### config.mk
export PLATFORM = sky130hd
export DESIGN_NAME = flip_line_writer
export DESIGN_NICKNAME = d
export VERILOG_FILES = /design/src/rtl/flw_pkg.sv /design/src/rtl/flw_popcnt.sv /design/src/rtl/flw_chunk_enc.sv /design/src/rtl/flw_ctrl.sv /design/src/rtl/flip_line_writer.sv
export SDC_FILE = /design/constraint.sdc
export NUM_CORES = 1
export LEC_CHECK = 0
export CAP_MARGIN = 10
export CORE_MARGIN = 2
export CORE_UTILIZATION = 24
export DETAILED_ROUTE_END_ITERATION = 8
export SYNTH_ARGS = -nofsm -noshare
export SYNTH_HDL_FRONTEND = slang
export SYNTH_SLANG_ARGS = --single-unit
### constraint.sdc
create_clock -name clk -period 28.5 [get_ports clk]
set_input_delay 7.125 -clock clk [delete_from_list [all_inputs] [get_ports clk]]
set_output_delay 7.125 -clock clk [all_outputs]
set_load 0.05 [all_outputs]
### src/rtl/flw_pkg.sv
// Shared types for the flip-reducing line writer.
// Assumes: nothing beyond a 2-bit state encoding.
package flw_pkg;
    typedef enum logic [1:0] {
        ST_IDLE = 2'd0,
        ST_READ = 2'd1,
        ST_EVAL = 2'd2,
        ST_DONE = 2'd3
    } flw_state_t;
endpackage

### src/rtl/flw_popcnt.sv
// Population count of a W-bit vector.
// Assumes: OUT_W is wide enough to hold W.
module flw_popcnt #(
    parameter int W     = 8,
    parameter int OUT_W = $clog2(W + 1)
) (
    input  logic [W-1:0]     vec,
    output logic [OUT_W-1:0] cnt
);
    // Sum the set bits.
    always_comb begin
        cnt = '0;
        for (int i = 0; i < W; i++) begin
            cnt = cnt + OUT_W'(vec[i]);
        end
    end
endmodule

### src/rtl/flw_chunk_enc.sv
// Chooses the regular or inverted encoding of one chunk against its
// stored physical image, and forms the per-bit program mask.
// Assumes: old_d/old_f are the physical cells as they are stored now.
module flw_chunk_enc #(
    parameter int CHUNK_W = 8
) (
    input  logic [CHUNK_W-1:0] new_d,
    input  logic [CHUNK_W-1:0] old_d,
    input  logic               old_f,
    output logic [CHUNK_W-1:0] wdata,
    output logic               wflag,
    output logic [CHUNK_W-1:0] wmask,
    output logic               wflag_en,
    output logic               any_chg
);
    localparam int CNT_W = $clog2(CHUNK_W + 2);

    logic [CHUNK_W-1:0] diff_reg, diff_inv;
    logic [CNT_W-1:0]   pc_reg, pc_inv, cost_reg, cost_inv;
    logic               use_inv;

    // Cell differences for each candidate.
    always_comb begin
        diff_reg = new_d ^ old_d;
        diff_inv = ~new_d ^ old_d;
    end

    flw_popcnt #(.W(CHUNK_W), .OUT_W(CNT_W)) u_pc_reg (.vec(diff_reg), .cnt(pc_reg));
    flw_popcnt #(.W(CHUNK_W), .OUT_W(CNT_W)) u_pc_inv (.vec(diff_inv), .cnt(pc_inv));

    // Cost includes the flag cell; ties keep the regular form.
    always_comb begin
        cost_reg = pc_reg + CNT_W'(old_f);
        cost_inv = pc_inv + CNT_W'(!old_f);
        use_inv  = cost_inv < cost_reg;
        wdata    = use_inv ? ~new_d : new_d;
        wflag    = use_inv;
        wmask    = use_inv ? diff_inv : diff_reg;
        wflag_en = wflag != old_f;
        any_chg  = (|wmask) | wflag_en;
    end
endmodule

### src/rtl/flw_ctrl.sv
// Sequencer: captures a line when idle, then alternates read and
// evaluate cycles per chunk in ascending order, then one done cycle.
// Assumes: the array returns read data one cycle after the read strobe.
module flw_ctrl
    import flw_pkg::*;
#(
    parameter int ADDR_W  = 4,
    parameter int LINE_W  = 64,
    parameter int CHUNK_W = 8,
    localparam int NCHUNK = LINE_W / CHUNK_W,
    localparam int IDX_W  = (NCHUNK > 1) ? $clog2(NCHUNK) : 1
) (
    input  logic               clk,
    input  logic               rst_n,
    input  logic               req_valid,
    input  logic [ADDR_W-1:0]  req_addr,
    input  logic [LINE_W-1:0]  req_data,
    output flw_state_t         st,
    output logic [IDX_W-1:0]   cur_idx,
    output logic [ADDR_W-1:0]  cur_addr,
    output logic [CHUNK_W-1:0] cur_new
);
    logic [LINE_W-1:0] line_q;

    // State, chunk index and captured request.
    always_ff @(posedge clk) begin
        if (!rst_n) begin
            st       <= ST_IDLE;
            cur_idx  <= '0;
            cur_addr <= '0;
            line_q   <= '0;
        end else begin
            case (st)
                ST_IDLE: if (req_valid) begin
                    cur_addr <= req_addr;
                    line_q   <= req_data;
                    cur_idx  <= '0;
                    st       <= ST_READ;
                end
                ST_READ: st <= ST_EVAL;
                ST_EVAL: begin
                    if (cur_idx == IDX_W'(NCHUNK - 1)) begin
                        st <= ST_DONE;
                    end else begin
                        cur_idx <= cur_idx + 1'b1;
                        st      <= ST_READ;
                    end
                end
                default: st <= ST_IDLE;
            endcase
        end
    end

    // Logical new data of the chunk under work.
    always_comb cur_new = line_q[cur_idx*CHUNK_W +: CHUNK_W];

    // the index never runs past the last chunk.
    assert_idx_range_R3: assert property (@(posedge clk) disable iff (!rst_n)
        (st != ST_IDLE) |-> (int'(cur_idx) < NCHUNK));
endmodule

### src/rtl/flip_line_writer.sv
// Differential line writer: read-compare-write per chunk with a
// per-chunk inversion flag, skipping chunks that need no cell change.
// Host reads share the array read port while idle and are decoded.
// Assumes: synchronous array, read data valid one cycle after rd_en,
// masked writes take effect at the clock edge of wr_en.
module flip_line_writer
    import flw_pkg::*;
#(
    parameter int ADDR_W  = 4,
    parameter int LINE_W  = 64,
    parameter int CHUNK_W = 8,
    localparam int NCHUNK = LINE_W / CHUNK_W,
    localparam int IDX_W  = (NCHUNK > 1) ? $clog2(NCHUNK) : 1
) (
    input  logic               clk,
    input  logic               rst_n,
    input  logic               req_valid,
    input  logic [ADDR_W-1:0]  req_addr,
    input  logic [LINE_W-1:0]  req_data,
    output logic               busy,
    output logic               done,
    input  logic               hrd_en,
    input  logic [ADDR_W-1:0]  hrd_addr,
    input  logic [IDX_W-1:0]   hrd_chunk,
    output logic               hrd_valid,
    output logic [CHUNK_W-1:0] hrd_data,
    output logic               rd_en,
    output logic [ADDR_W-1:0]  rd_addr,
    output logic [IDX_W-1:0]   rd_chunk,
    input  logic [CHUNK_W-1:0] rd_data,
    input  logic               rd_flag,
    output logic               wr_en,
    output logic [ADDR_W-1:0]  wr_addr,
    output logic [IDX_W-1:0]   wr_chunk,
    output logic [CHUNK_W-1:0] wr_data,
    output logic               wr_flag,
    output logic [CHUNK_W-1:0] wr_mask,
    output logic               wr_flag_en
);
    flw_state_t         st;
    logic [IDX_W-1:0]   cur_idx;
    logic [ADDR_W-1:0]  cur_addr;
    logic [CHUNK_W-1:0] cur_new;
    logic               any_chg;
    logic               host_go;

    flw_ctrl #(.ADDR_W(ADDR_W), .LINE_W(LINE_W), .CHUNK_W(CHUNK_W)) u_ctrl (
        .clk(clk), .rst_n(rst_n),
        .req_valid(req_valid), .req_addr(req_addr), .req_data(req_data),
        .st(st), .cur_idx(cur_idx), .cur_addr(cur_addr), .cur_new(cur_new)
    );

    flw_chunk_enc #(.CHUNK_W(CHUNK_W)) u_enc (
        .new_d(cur_new), .old_d(rd_data), .old_f(rd_flag),
        .wdata(wr_data), .wflag(wr_flag), .wmask(wr_mask),
        .wflag_en(wr_flag_en), .any_chg(any_chg)
    );

    // Status and read-port arbitration: host owns the port only when idle.
    always_comb begin
        busy     = st != ST_IDLE;
        done     = st == ST_DONE;
        host_go  = (st == ST_IDLE) && hrd_en;
        rd_en    = (st == ST_READ) || host_go;
        rd_addr  = host_go ? hrd_addr : cur_addr;
        rd_chunk = host_go ? hrd_chunk : cur_idx;
        wr_en    = (st == ST_EVAL) && any_chg;
        wr_addr  = cur_addr;
        wr_chunk = cur_idx;
        hrd_data = rd_data ^ {CHUNK_W{rd_flag}};
    end

    // Marks the cycle in which host read data is on rd_data.
    always_ff @(posedge clk) begin
        if (!rst_n) hrd_valid <= 1'b0;
        else        hrd_valid <= host_go;
    end

    assert_accept_idle_R2: assert property (@(posedge clk) disable iff (!rst_n)
        $rose(busy) |-> $past(req_valid));
    assert_done_pulse_R3: assert property (@(posedge clk) disable iff (!rst_n)
        done |=> (!done && !busy));
    assert_write_follows_read_R3: assert property (@(posedge clk) disable iff (!rst_n)
        wr_en |-> ($past(rd_en) && ($past(rd_chunk) == wr_chunk)));
    assert_min_flips_R4: assert property (@(posedge clk) disable iff (!rst_n)
        wr_en |-> (($countones(wr_mask) + int'(wr_flag_en)) <= (CHUNK_W + 1) / 2));
    assert_host_idle_R8: assert property (@(posedge clk) disable iff (!rst_n)
        hrd_valid |-> $past(!busy));
endmodule

# Word level (Yosys, flattened, before mapping)
# Cells that the tools add are included.
[word_totals]
out_inout_bits = 45
reg_bits = 74
in_bits = 88
[op_classes]
eq_ne = 7
n_lt_le_gt_ge = 1
reduce_logical = 10
addsub = 17
shifts = 1
n_mux = 10
bitwise_logic = 5
[op_table]
columns = ["cell", "n"]
rows = [
  ["64-bit by 7-bit variable part select with 8-bit output", 1],
  ["4-bit by 1-bit adder with 4-bit output", 10],
  ["8-bit XOR", 3],
  ["8-bit two-way mux", 2],
  ["3-bit two-way mux", 3],
  ["3-bit by 1-bit adder with 4-bit output", 2],
  ["8-bit NOT", 1],
  ["8-bit OR reduction", 1],
  ["2-bit by 1-bit adder with 3-bit output", 2],
  ["2-bit case mux with 3 select lines", 1],
  ["3-bit case mux with 2 select lines", 1],
  ["1-bit by 1-bit adder with 2-bit output", 2],
  ["2-bit == test (second input constant)", 2],
  ["4-bit < comparator", 1],
  ["2-bit two-way mux", 2],
  ["4-bit two-way mux", 1],
  ["2-bit != test (second input constant)", 2],
  ["2-bit nonzero test", 2],
  ["3-bit by 1-bit adder with 3-bit output (second input constant)", 1],
  ["3-bit == test (second input constant)", 1],
  ["3-bit AND reduction", 1],
  ["2-bit by 1-bit == test with 1-bit output (second input constant)", 1],
  ["1-bit logical AND", 2],
  ["2-bit zero test", 1],
  ["other kinds (5)", 5],
]

# Depth between registers and ports, before layout
# Gate-level depths: netlist (run 1).
[logic_depth]
word_depth = 16
mapped_depth = 21
ltp_nobuf = 18

# Modules after synthesis
# From an unflattened synthesis (run 1), not the netlist that was laid out.
[hier_totals]
cells_unflattened = 487
hier_area_um2 = 4317.9
[modules_own_cells]
columns = ["mod", "seq_area_each_um2", "cells_each", "area_each_um2", "n_inst"]
rows = [
  ["flw_ctrl", 1461.4, 352, 3129.3, 1],
  ["flw_chunk_enc", 0.0, 63, 576.8, 1],
  ["flw_popcnt", 0.0, 24, 190.2, 2],
  ["flip_line_writer", 20.0, 24, 231.5, 1],
]

# Least setup slack after synthesis (run 1)
# Ideal clock, no wire load.
[synth_timing]
path_type = "input -> output"
startpoint = "input port rd_flag"
endpoint = "output port wr_data[0]"
path_stages = 16
n_path_buf = 3
setup_slack_ns = 9.147
arrival_ns = 12.228
required_ns = 21.375
path_cell_list = "clkbuf_1 > inv_1 > fa_1 > inv_1 > fa_1 > fa_1 > fa_1 > inv_1 > fa_1 > ha_1 > a21o_1 > a21o_1 > a21oi_1 > buf_2 > buf_2 > xnor2_1"
[synth_between]
elab_chain_cells = 4
elab_cells_between_ends = 5
classes_between = "add/sub (2); order compare (1); mux (1); reduce/logical (1)"
[synth_rtl]
columns = ["item", "line_no", "text"]
rows = [
  ["from (decl)", "flip_line_writer.sv:31", "input logic rd_flag,"],
  ["1-bit zero test", "flw_chunk_enc.sv:34", "cost_inv = pc_inv + CNT_W'(!old_f);"],
  ["4-bit by 1-bit adder with 4-bit output", "flw_chunk_enc.sv:34", ""],
  ["4-bit < comparator *", "flw_chunk_enc.sv:35", "use_inv = cost_inv < cost_reg;"],
  ["net wr_flag", "flip_line_writer.sv:36", "output logic wr_flag,"],
  ["8-bit two-way mux *", "flw_chunk_enc.sv:36", "wdata = use_inv ? ~new_d : new_d;"],
  ["to (decl)", "flip_line_writer.sv:35", "output logic [CHUNK_W-1:0] wr_data,"],
]
# The timed path passes the listed nets; every way through them passes the cells marked *.

# Worst setup path in the final report (run 1)
[layout_timing]
startpoint = "input port rd_flag"
endpoint = "output port wr_en"
[layout_between]
elab_chain_cells = 7
elab_cells_between_ends = 9
classes_between = "add/sub (2); order compare (1); eq/ne (1); mux (1); bitwise (1); reduce/logical (3)"
[layout_rtl]
columns = ["item", "line_no", "text"]
rows = [
  ["1-bit zero test", "flw_chunk_enc.sv:34", ""],
  ["4-bit by 1-bit adder with 4-bit output", "flw_chunk_enc.sv:34", ""],
  ["4-bit < comparator", "flw_chunk_enc.sv:35", ""],
  ["8-bit two-way mux", "flw_chunk_enc.sv:38", "wmask = use_inv ? diff_inv : diff_reg;"],
  ["8-bit OR reduction", "flw_chunk_enc.sv:40", "any_chg = (|wmask) | wflag_en;"],
  ["1-bit bitwise OR *", "flw_chunk_enc.sv:40", ""],
  ["1-bit logical AND *", "flip_line_writer.sv:67", "wr_en = (st == ST_EVAL) && any_chg;"],
  ["to (decl)", "flip_line_writer.sv:32", "output logic wr_en,"],
]
# Every way passes the cells marked *; elsewhere a longest branch is shown, timed or not.

==> results.sh, run 1 <==
export IMPL_status="finished clean"
export IMPL_cts_tree="yes"
export IMPL_vias=3593
export IMPL_numPortBuffers=132
export IMPL_vias_per_cell=4.339
export IMPL_fp_row_count=47
export IMPL_yosysTopAreaCellShare_pct=36.32
export IMPL_cap_violations=0
export IMPL_design_die_area_mm2=0.01805
export IMPL_start_util_pct=24.60
export IMPL_synth_edf_count=0
export IMPL_cp_max_fo=22
export IMPL_globalRoute_totalOverflow=0
export IMPL_fin_setup_tns_ns=0
export IMPL_die_x_um=134.4
export IMPL_cts_root_buf="clkbuf_16"
export IMPL_drt_iter0_markers=138
export IMPL_min_period_ns=20.35
export IMPL_grt_max_degree=74
export IMPL_synth_most_common_cell="nand2_1"
export IMPL_cp_arrival_ns=13.22
export IMPL_clk_latency_ns=0.33
export IMPL_cts_resized=0
export IMPL_cts_inserted_buffers=9
export IMPL_clock_sinks=74
export IMPL_finalCritPeriodShare_pct=71.39
export IMPL_synth_seq_cells=74
export IMPL_ant_nets=0
export IMPL_hold_path_class="flip-flop to flip-flop"
export IMPL_cp_end_kind="output pin"
export IMPL_power_density_mw_per_mm2=125.4
export IMPL_postCtsSetupRepairBufs=0
export IMPL_grt_setup_unrepaired="no"
export IMPL_postCtsHoldBufs=0
export IMPL_clk_pin_slew_ns=0.06
export IMPL_syn_nets=599
export IMPL_drcViolationCount=0
export IMPL_antenna_found_initial=0
export IMPL_dp_hpwl_um=8418
export IMPL_grt_pass1_vias=3516
export IMPL_grt_usage_pct=12.60
export IMPL_max_clock_path_buffers=2
export IMPL_synth_seq_area_share_pct=36.32
export IMPL_ioPinCount=133
export IMPL_grt_first_pass_wirelength_um=17950
export IMPL_yosysWarnings=0
export IMPL_synth_flop_cell="dfxtp_1"
export IMPL_h_tree_depth=3
export IMPL_slew_limit_headroom_pct=46.65
export IMPL_p_leak_nw=2.170
export IMPL_nets=711
export IMPL_avgSynthCellArea_um2=8.290
export IMPL_wl_per_cell_um=13.69
export IMPL_diodes=0
export IMPL_place_gp_congestion=0.7162
export IMPL_syn_cell_area_mm2=0.004079
export IMPL_fmax_mhz=49.15
export IMPL_vdd_drop_max_mv=0.1463
export IMPL_worst_ep_required_time_ns=21.38
export IMPL_finalSetupViolations=0
export IMPL_cp_start_kind="input pin"
export IMPL_worst_clock_skew_ns=0.007525
export IMPL_drive_gt1_share_pct=6.579
export IMPL_criticalPathCategory="input pin to output pin"
export IMPL_post_synth_num_cell_types=39
export IMPL_wl_um=11340
export IMPL_synthArstFlopShare_pct=0
export IMPL_ys_top_cells_by_area="dfxtp_1, nand2_1, a21oi_1"
export IMPL_synth_commonest_cells="nand2_1, dfxtp_1, a21oi_1"
export IMPL_slew_viol_final=0
export IMPL_tightest_slew_ns=0.8002
export IMPL_chipHeight_um=134.4
export IMPL_yosysTopAreaCell="dfxtp_1"
export IMPL_synthCells=492
export IMPL_drt_first_pass_iters=4
export IMPL_final_hold_viol_count=0
export IMPL_core_area_mm2=0.01658
export IMPL_holdWs_ns=0.4539
export IMPL_rrSetupSlack_ns=26.43
export IMPL_synthToLayoutAreaGrowth_pct=43.34
[cell usage in the layout, fill, tap and decap left out, types with 2 or more instances in the layout]
cell type,Yosys,final
xor2_1,18,18
mux4_2,2,2
buf_4,1,5
nor2b_1,4,4
nand2_2,1,2
inv_1,16,16
clkdlybuf4s50_1,0,132
and2_1,4,3
dfxtp_1,74,73
a21o_1,2,2
a21oi_1,72,71
nor2_1,9,9
xor2_2,2,2
nand2b_1,3,3
clkbuf_16,0,9
mux2i_1,28,28
o22ai_1,2,2
ha_1,9,9
nand2_1,144,143
bufinv_16,0,2
fa_1,10,10
clkinv_2,0,2
mux2_2,8,8
a22oi_1,17,17
xnor2_1,17,17
a22o_1,2,2
[metal layers]
| metal | global-route usage (%) | share of wire (%) |
|---|---|---|
| met1 | 17.88 | 50 |
| met4 | 4.269 | 1.6 |
| met3 | 2.570 | 5.8 |
| met2 | 18.99 | 43 |
| met5 | 0 | 0 |
[kinds of logic (layout without fill, tap and decap cells)]
logic type,count (synthesis),in the layout,synth area share (%)
AND/OR/NAND/NOR,173,173,17.30
AO/OA/AOI/OAI,97,97,13.37
flip-flops,74,74,36.32
buffers and inverters,53,169,6.288
multiplexers,39,39,10.74
XOR/XNOR,37,37,8.313
adder cells (fa/ha/maj),19,19,7.669
[worst max-delay path: stages]
cell	delay [ns]
clkdlybuf4s50_1	0.80
inv_1	0.23
fa_1	0.59
inv_1	0.06
fa_1	0.50
fa_1	0.52
fa_1	0.42
inv_1	0.09
fa_1	0.42
ha_1	0.30
a21o_1	0.16
a21o_1	0.18
a21oi_2	0.13
buf_4	0.31
or4b_1	0.46
o22ai_1	0.13
a21oi_1	0.09
clkdlybuf4s50_1	0.70
[final timing paths]
path | start | end | cells after the start
max | rd_flag | wr_en | 18
min | u_ctrl.line_q[49] | u_ctrl.line_q[49] | 2
max reg2reg | u_ctrl.st[1] | u_ctrl.line_q[14] | 5
min reg2reg | u_ctrl.line_q[49] | u_ctrl.line_q[49] | 2
[layout make-up]
| class | instances | area (um2) |
|---|---|---|
| clock buffer | 10 | 239.0 |
| clock inverter | 5 | 78.83 |
| fill | 1761 | 10740 |
| inverter | 17 | 63.81 |
| multi-input combinational | 365 | 2349 |
| sequential | 74 | 1483 |
| tap | 220 | 275.3 |
| timing repair buffer | 137 | 1359 |
[flip-flops by register name, indices dropped and copies added, names as in the netlist]
| signal | cells |
|---|---|
| u_ctrl.cur_addr | 4 |
| u_ctrl.cur_idx | 3 |
| hrd_valid | 1 |
| u_ctrl.st | 2 |
| u_ctrl.line_q | 64 |
[report_power, final]
part / switching, mW / internal [mW]
Sequential: 0.00379 / 0.110
Combinational: 0.322 / 0.177
Clock: 0.0417 / 0.0783
[metrics by stage]
| step | worst slack [ns] | utilization, % | power [mW] | area [um2] | cells |
|---|---|---|---|---|---|
| after floorplan | 9.147 | - | 0.4645 | 4079 | 492 |
| after global placement | 8.197 | 33.34 | 0.6166 | 5529 | 813 |
| after detailed placement | 8.136 | 33.34 | 0.6182 | 5529 | 813 |
| after CTS | 8.127 | 35.26 | 0.7390 | 5847 | 828 |
| after global routing | 7.873 | 35.26 | 0.7692 | 5847 | 828 |
| final | 8.155 | 35.26 | 0.7334 | 5847 | 828 |
(Power assumes the default switching activity.)
==> run 2, diff against run 1 <==
==> constraint.sdc (replaced) <==
create_clock -name clk -period 19.2 [get_ports clk]
set_input_delay 4.8 -clock clk [delete_from_list [all_inputs] [get_ports clk]]
set_output_delay 4.8 -clock clk [all_outputs]
set_load 0.05 [all_outputs]
==> run 2 against run 1 <==
Final cell count unchanged. Worst setup slack worse by 4.6 ns. Clock skew down 0.0027 ns. Sequential share of layout area unchanged.
==> results.sh, run 2 (synthesized netlist as in run 1, its figures left out) <==
export IMPL_h_tree_depth=3
export IMPL_finalCritPeriodShare_pct=81.74
export IMPL_cp_start_kind="input pin"
export IMPL_cts_inserted_buffers=9
export IMPL_dr_wl_met2_um=4958
export IMPL_drt_met1_wl_um=5730
export IMPL_grt_usage_pct=12.89
export IMPL_drcViolationCount=0
export IMPL_postCtsSetupRepairBufs=0
export IMPL_max_clock_path_buffers=2
export IMPL_ant_nets=0
export IMPL_mostFrequentLayoutCell="nand2_1"
export IMPL_grt_pass1_vias=3552
export IMPL_ioPinCount=133
export IMPL_wl_um=11420
export IMPL_design_die_area_mm2=0.01805
export IMPL_grt_max_degree=74
export IMPL_grt_setup_unrepaired="no"
export IMPL_diodes=0
export IMPL_fp_row_count=47
export IMPL_status="finished clean"
export IMPL_cts_tree="yes"
export IMPL_antenna_found_initial=0
export IMPL_fmax_mhz=63.72
export IMPL_numPortBuffers=132
export IMPL_synthToLayoutAreaGrowth_pct=43.34
export IMPL_hold_path_class="flip-flop to flip-flop"
export IMPL_vias_per_cell=4.342
export IMPL_largest_register_ff_count=64
export IMPL_fin_setup_tns_ns=0
export IMPL_slew_viol_final=0
export IMPL_cp_arrival_ns=10.89
export IMPL_drt_first_pass_iters=4
export IMPL_place_gp_congestion=0.7174
export IMPL_cts_root_buf="clkbuf_16"
export IMPL_worst_ep_required_time_ns=14.40
export IMPL_p_leak_nw=2.170
export IMPL_clk_latency_ns=0.32
export IMPL_vias=3595
export IMPL_cts_resized=0
export IMPL_holdWs_ns=0.4530
export IMPL_top_regs="u_ctrl.line_q (64), u_ctrl.cur_addr (4), u_ctrl.cur_idx (3)"
export IMPL_power_density_mw_per_mm2=186.2
export IMPL_tightest_slew_ns=0.7826
export IMPL_dp_hpwl_um=8508
export IMPL_core_area_mm2=0.01658
export IMPL_drt_iter0_markers=92
export IMPL_start_util_pct=24.60
export IMPL_min_period_ns=15.69
export IMPL_layout_common_cells="nand2_1, clkdlybuf4s50_1, dfxtp_1"
export IMPL_cp_max_fo=22
export IMPL_final_hold_viol_count=0
export IMPL_clk_pin_slew_ns=0.05
export IMPL_final_cells=828
export IMPL_worst_clock_skew_ns=0.004786
export IMPL_finalSetupViolations=0
export IMPL_wl_per_cell_um=13.79
export IMPL_top_register="u_ctrl.line_q"
export IMPL_drive_gt1_share_pct=6.579
export IMPL_dp_cells=813
export IMPL_final_util_pct=35.26
export IMPL_grt_first_pass_wirelength_um=18270
export IMPL_chipHeight_um=134.4
export IMPL_vdd_drop_max_mv=0.2384
export IMPL_postCtsHoldBufs=0
export IMPL_cap_violations=0
export IMPL_route_met3_wl_um=596
export IMPL_nets=711
export IMPL_die_x_um=134.4
export IMPL_criticalPathCategory="input pin to output pin"
export IMPL_clock_sinks=74
export IMPL_top_layer_used="met4"
export IMPL_slew_limit_headroom_pct=47.83
export IMPL_cp_end_kind="output pin"
export IMPL_globalRoute_totalOverflow=0
## run 2: stage by stage
step	cell area (um2)	setup WS, ns	power, mW
global route	5847	3.130	1.142
CTS	5847	3.458	1.099
detailed placement	5529	3.467	0.9186
finish	5847	3.505	1.088
floorplan	4079	4.497	0.6895
global placement	5529	3.535	0.9155
## run 2: final timing paths
kind | startpoint | to | slack [ns] | cells past startpoint
max reg2reg | u_ctrl.st[1] | u_ctrl.line_q[14] | 17.10 | 5
min reg2reg | u_ctrl.line_q[63] | u_ctrl.line_q[63] | 0.45 | 2
min | u_ctrl.line_q[63] | u_ctrl.line_q[63] | 0.45 | 2
max | rd_flag | wr_en | 3.51 | 18
## run 2: per-layer routing
metal  vias up  global-route usage, %
met5         -                      0
met4         0                  3.977
met3         8                  2.683
met2       102                  19.61
met1      1650                  18.29
li1       1835                      -
## run 2: layout make-up
class / instances / area, um2
Timing Repair Buffer: 137 / 1359
Clock inverter: 5 / 78.83
Multi-Input combinational cell: 365 / 2349
Fill cell: 1777 / 10740
Inverter: 17 / 63.81
Sequential cell: 74 / 1483
Clock buffer: 10 / 239.0
Tap cell: 220 / 275.3
## run 2: where the power goes
group          internal, mW  switching (mW)
combinational         0.264           0.478
clock                 0.116          0.0615
sequential            0.163         0.00566
## run 2: worst max-delay path: stages
cell             delay, ns
clkdlybuf4s50_1       0.80
inv_1                 0.23
fa_1                  0.57
inv_1                 0.05
fa_1                  0.50
fa_1                  0.52
fa_1                  0.42
inv_1                 0.09
fa_1                  0.42
ha_1                  0.31
a21o_1                0.16
a21o_1                0.19
a21oi_2               0.13
buf_4                 0.30
or4b_1                0.46
o22ai_1               0.15
a21oi_1               0.09
clkdlybuf4s50_1       0.70
==> run 3, diff against run 2 <==
==> constraint.sdc (replaced) <==
create_clock -name clk -period 12.7 [get_ports clk]
set_input_delay 3.175 -clock clk [delete_from_list [all_inputs] [get_ports clk]]
set_output_delay 3.175 -clock clk [all_outputs]
set_load 0.05 [all_outputs]
==> run 3 against run 2 <==
First-iteration DRC count is 66% higher. Register-to-register slack got worse by 6.6 ns. Clock power rose by 49%. Die area stayed put. Worst setup slack worse by 2.8 ns. Sequential share of layout area barely moved. Count of clock-buffer cells in the layout decreased by 1. Global-route usage increased by 0.11 points. Critical path depth decreased by 2. Final area about the same. Largest power group unchanged.
==> results.sh, run 3 (synthesized netlist as in run 1, its figures left out) <==
export IMPL_status="finished clean"
export IMPL_fin_setup_tns_ns=0
export IMPL_tightest_slew_ns=0.7958
export IMPL_layout_common_cells="nand2_1, clkdlybuf4s50_1, dfxtp_1"
export IMPL_top_register="u_ctrl.line_q"
export IMPL_holdWs_ns=0.4524
export IMPL_ant_nets=0
export IMPL_power_density_mw_per_mm2=281.3
export IMPL_place_gp_congestion=0.7696
export IMPL_top_regs="u_ctrl.line_q (64), u_ctrl.cur_addr (4), u_ctrl.cur_idx (3)"
export IMPL_criticalPathCategory="input pin to output pin"
export IMPL_antenna_found_initial=0
export IMPL_ioPinCount=133
export IMPL_cpMostUsedCell="fa_1"
export IMPL_postCtsHoldBufs=0
export IMPL_mostFrequentLayoutCell="nand2_1"
export IMPL_slowest_delay_ns=0.83
export IMPL_cp_max_fo=21
export IMPL_cp_arrival_ns=8.82
export IMPL_slew_limit_headroom_pct=46.95
export IMPL_fill_cells=1757
export IMPL_vias=3555
export IMPL_die_x_um=134.4
export IMPL_finalSetupViolations=0
export IMPL_p_leak_nw=2.168
export IMPL_wl_um=11520
export IMPL_chipHeight_um=134.4
export IMPL_critPathTopFamily="adder cells"
export IMPL_largest_register_ff_count=64
export IMPL_grt_usage_pct=13.00
export IMPL_grt_max_degree=74
export IMPL_vias_per_cell=4.288
export IMPL_drcViolationCount=0
export IMPL_cp_start_kind="input pin"
export IMPL_clock_sinks=74
export IMPL_hold_path_class="flip-flop to flip-flop"
export IMPL_fmax_mhz=83.36
export IMPL_drt_first_pass_iters=4
export IMPL_diodes=0
export IMPL_worst_ep_required_time_ns=9.52
export IMPL_start_util_pct=24.60
export IMPL_grt_pass1_vias=3427
export IMPL_globalRoute_totalOverflow=0
export IMPL_grt_first_pass_wirelength_um=18360
export IMPL_cts_tree="yes"
export IMPL_fp_row_count=47
export IMPL_finalCritPeriodShare_pct=94.46
export IMPL_grt_setup_unrepaired="no"
export IMPL_final_hold_viol_count=0
export IMPL_cp_slowest_cell="clkdlybuf4s50_1"
export IMPL_clk_pin_slew_ns=0.05
export IMPL_cts_root_buf="clkbuf_16"
export IMPL_nets=712
export IMPL_wl_per_cell_um=13.90
export IMPL_core_area_mm2=0.01658
export IMPL_h_tree_depth=3
export IMPL_vdd_drop_max_mv=0.4635
export IMPL_worstPathCellList="clkdlybuf4s50_1 > xor2_2 > fa_1 > fa_1 > fa_1 > fa_1 > fa_1 > ha_1 > a21o_1 > a21o_1 > a21oi_2 > buf_4 > or2_2 > o22ai_1 > a21oi_1 > clkdlybuf4s50_1"
export IMPL_cts_resized=0
export IMPL_dp_hpwl_um=8541
export IMPL_cap_violations=0
export IMPL_numPortBuffers=132
export IMPL_cp_buffers_inverters=3
export IMPL_drive_gt1_share_pct=6.732
export IMPL_max_clock_path_buffers=2
export IMPL_postCtsSetupRepairBufs=0
export IMPL_clk_latency_ns=0.33
export IMPL_worst_clock_skew_ns=0.004855
export IMPL_drt_iter0_markers=153
export IMPL_synthToLayoutAreaGrowth_pct=43.28
export IMPL_cp_end_kind="output pin"
export IMPL_cts_inserted_buffers=9
export IMPL_design_die_area_mm2=0.01805
export IMPL_slew_viol_final=0
export IMPL_min_period_ns=12.00
-- run 3: changes by cell type in the layout (fill, tap and decap cells not counted), sizes merged --
cell / previous run / this run
buf: 5 / 6
clkbuf: 10 / 9
clkinvlp: 0 / 1
-- run 3: final timing paths --
path	slack, ns	cells past startpoint	start	to
max	0.70	16	rd_data[0]	wr_en
min	0.45	2	u_ctrl.line_q[18]	u_ctrl.line_q[18]
max reg2reg	10.48	7	u_ctrl.cur_idx[0]	u_ctrl.cur_idx[0]
min reg2reg	0.45	2	u_ctrl.line_q[18]	u_ctrl.line_q[18]
-- run 3: through the flow --
stage / instances / util, % / setup slack (ns) / area (um2) / power (mW)
2_1_floorplan: 492 / - / 1.247 / 4079 / 1.042
3_3_place_gp: 814 / 33.39 / 0.7663 / 5537 / 1.385
3_5_place_dp: 814 / 33.39 / 0.6738 / 5537 / 1.391
4_1_cts: 829 / 35.24 / 0.6593 / 5844 / 1.660
5_1_grt: 829 / 35.24 / 0.4588 / 5844 / 1.728
6_report: 829 / 35.24 / 0.7036 / 5844 / 1.644
-- run 3: area by class of cell --
class	instances	area, um2	share of cell area [%]
Tap cell	220	275.3	4.710
Sequential cell	74	1483	25.37
Multi-Input combinational cell	365	2349	40.18
Clock inverter	6	82.58	1.413
Inverter	17	63.81	1.092
Clock buffer	9	225.2	3.854
Timing Repair Buffer	138	1366	23.38
-- run 3: routing by layer --
layer	GRT usage (%)	vias to the layer above	wire length, um
met3	2.721	9	624
met5	0	-	0
met4	4.561	0	159
met2	19.33	93	5018
met1	18.57	1610	5721
li1	-	1843	-
-- run 3: worst register-to-register path, delay by kind of cell (launching register included) --
kind | cells | cell delay, ns
mux | 1 | 0.27
buf+inv | 1 | 0.43
flops | 1 | 0.66
compound gates | 1 | 0.14
simple gates | 2 | 0.14
fa+ha+maj | 2 | 0.43
-- run 3: report_power, final --
group	leakage [nW]	internal, mW	switching [mW]
clock	0.151	0.170	0.0960
sequential	0.608	0.247	0.00840
combinational	1.41	0.398	0.725
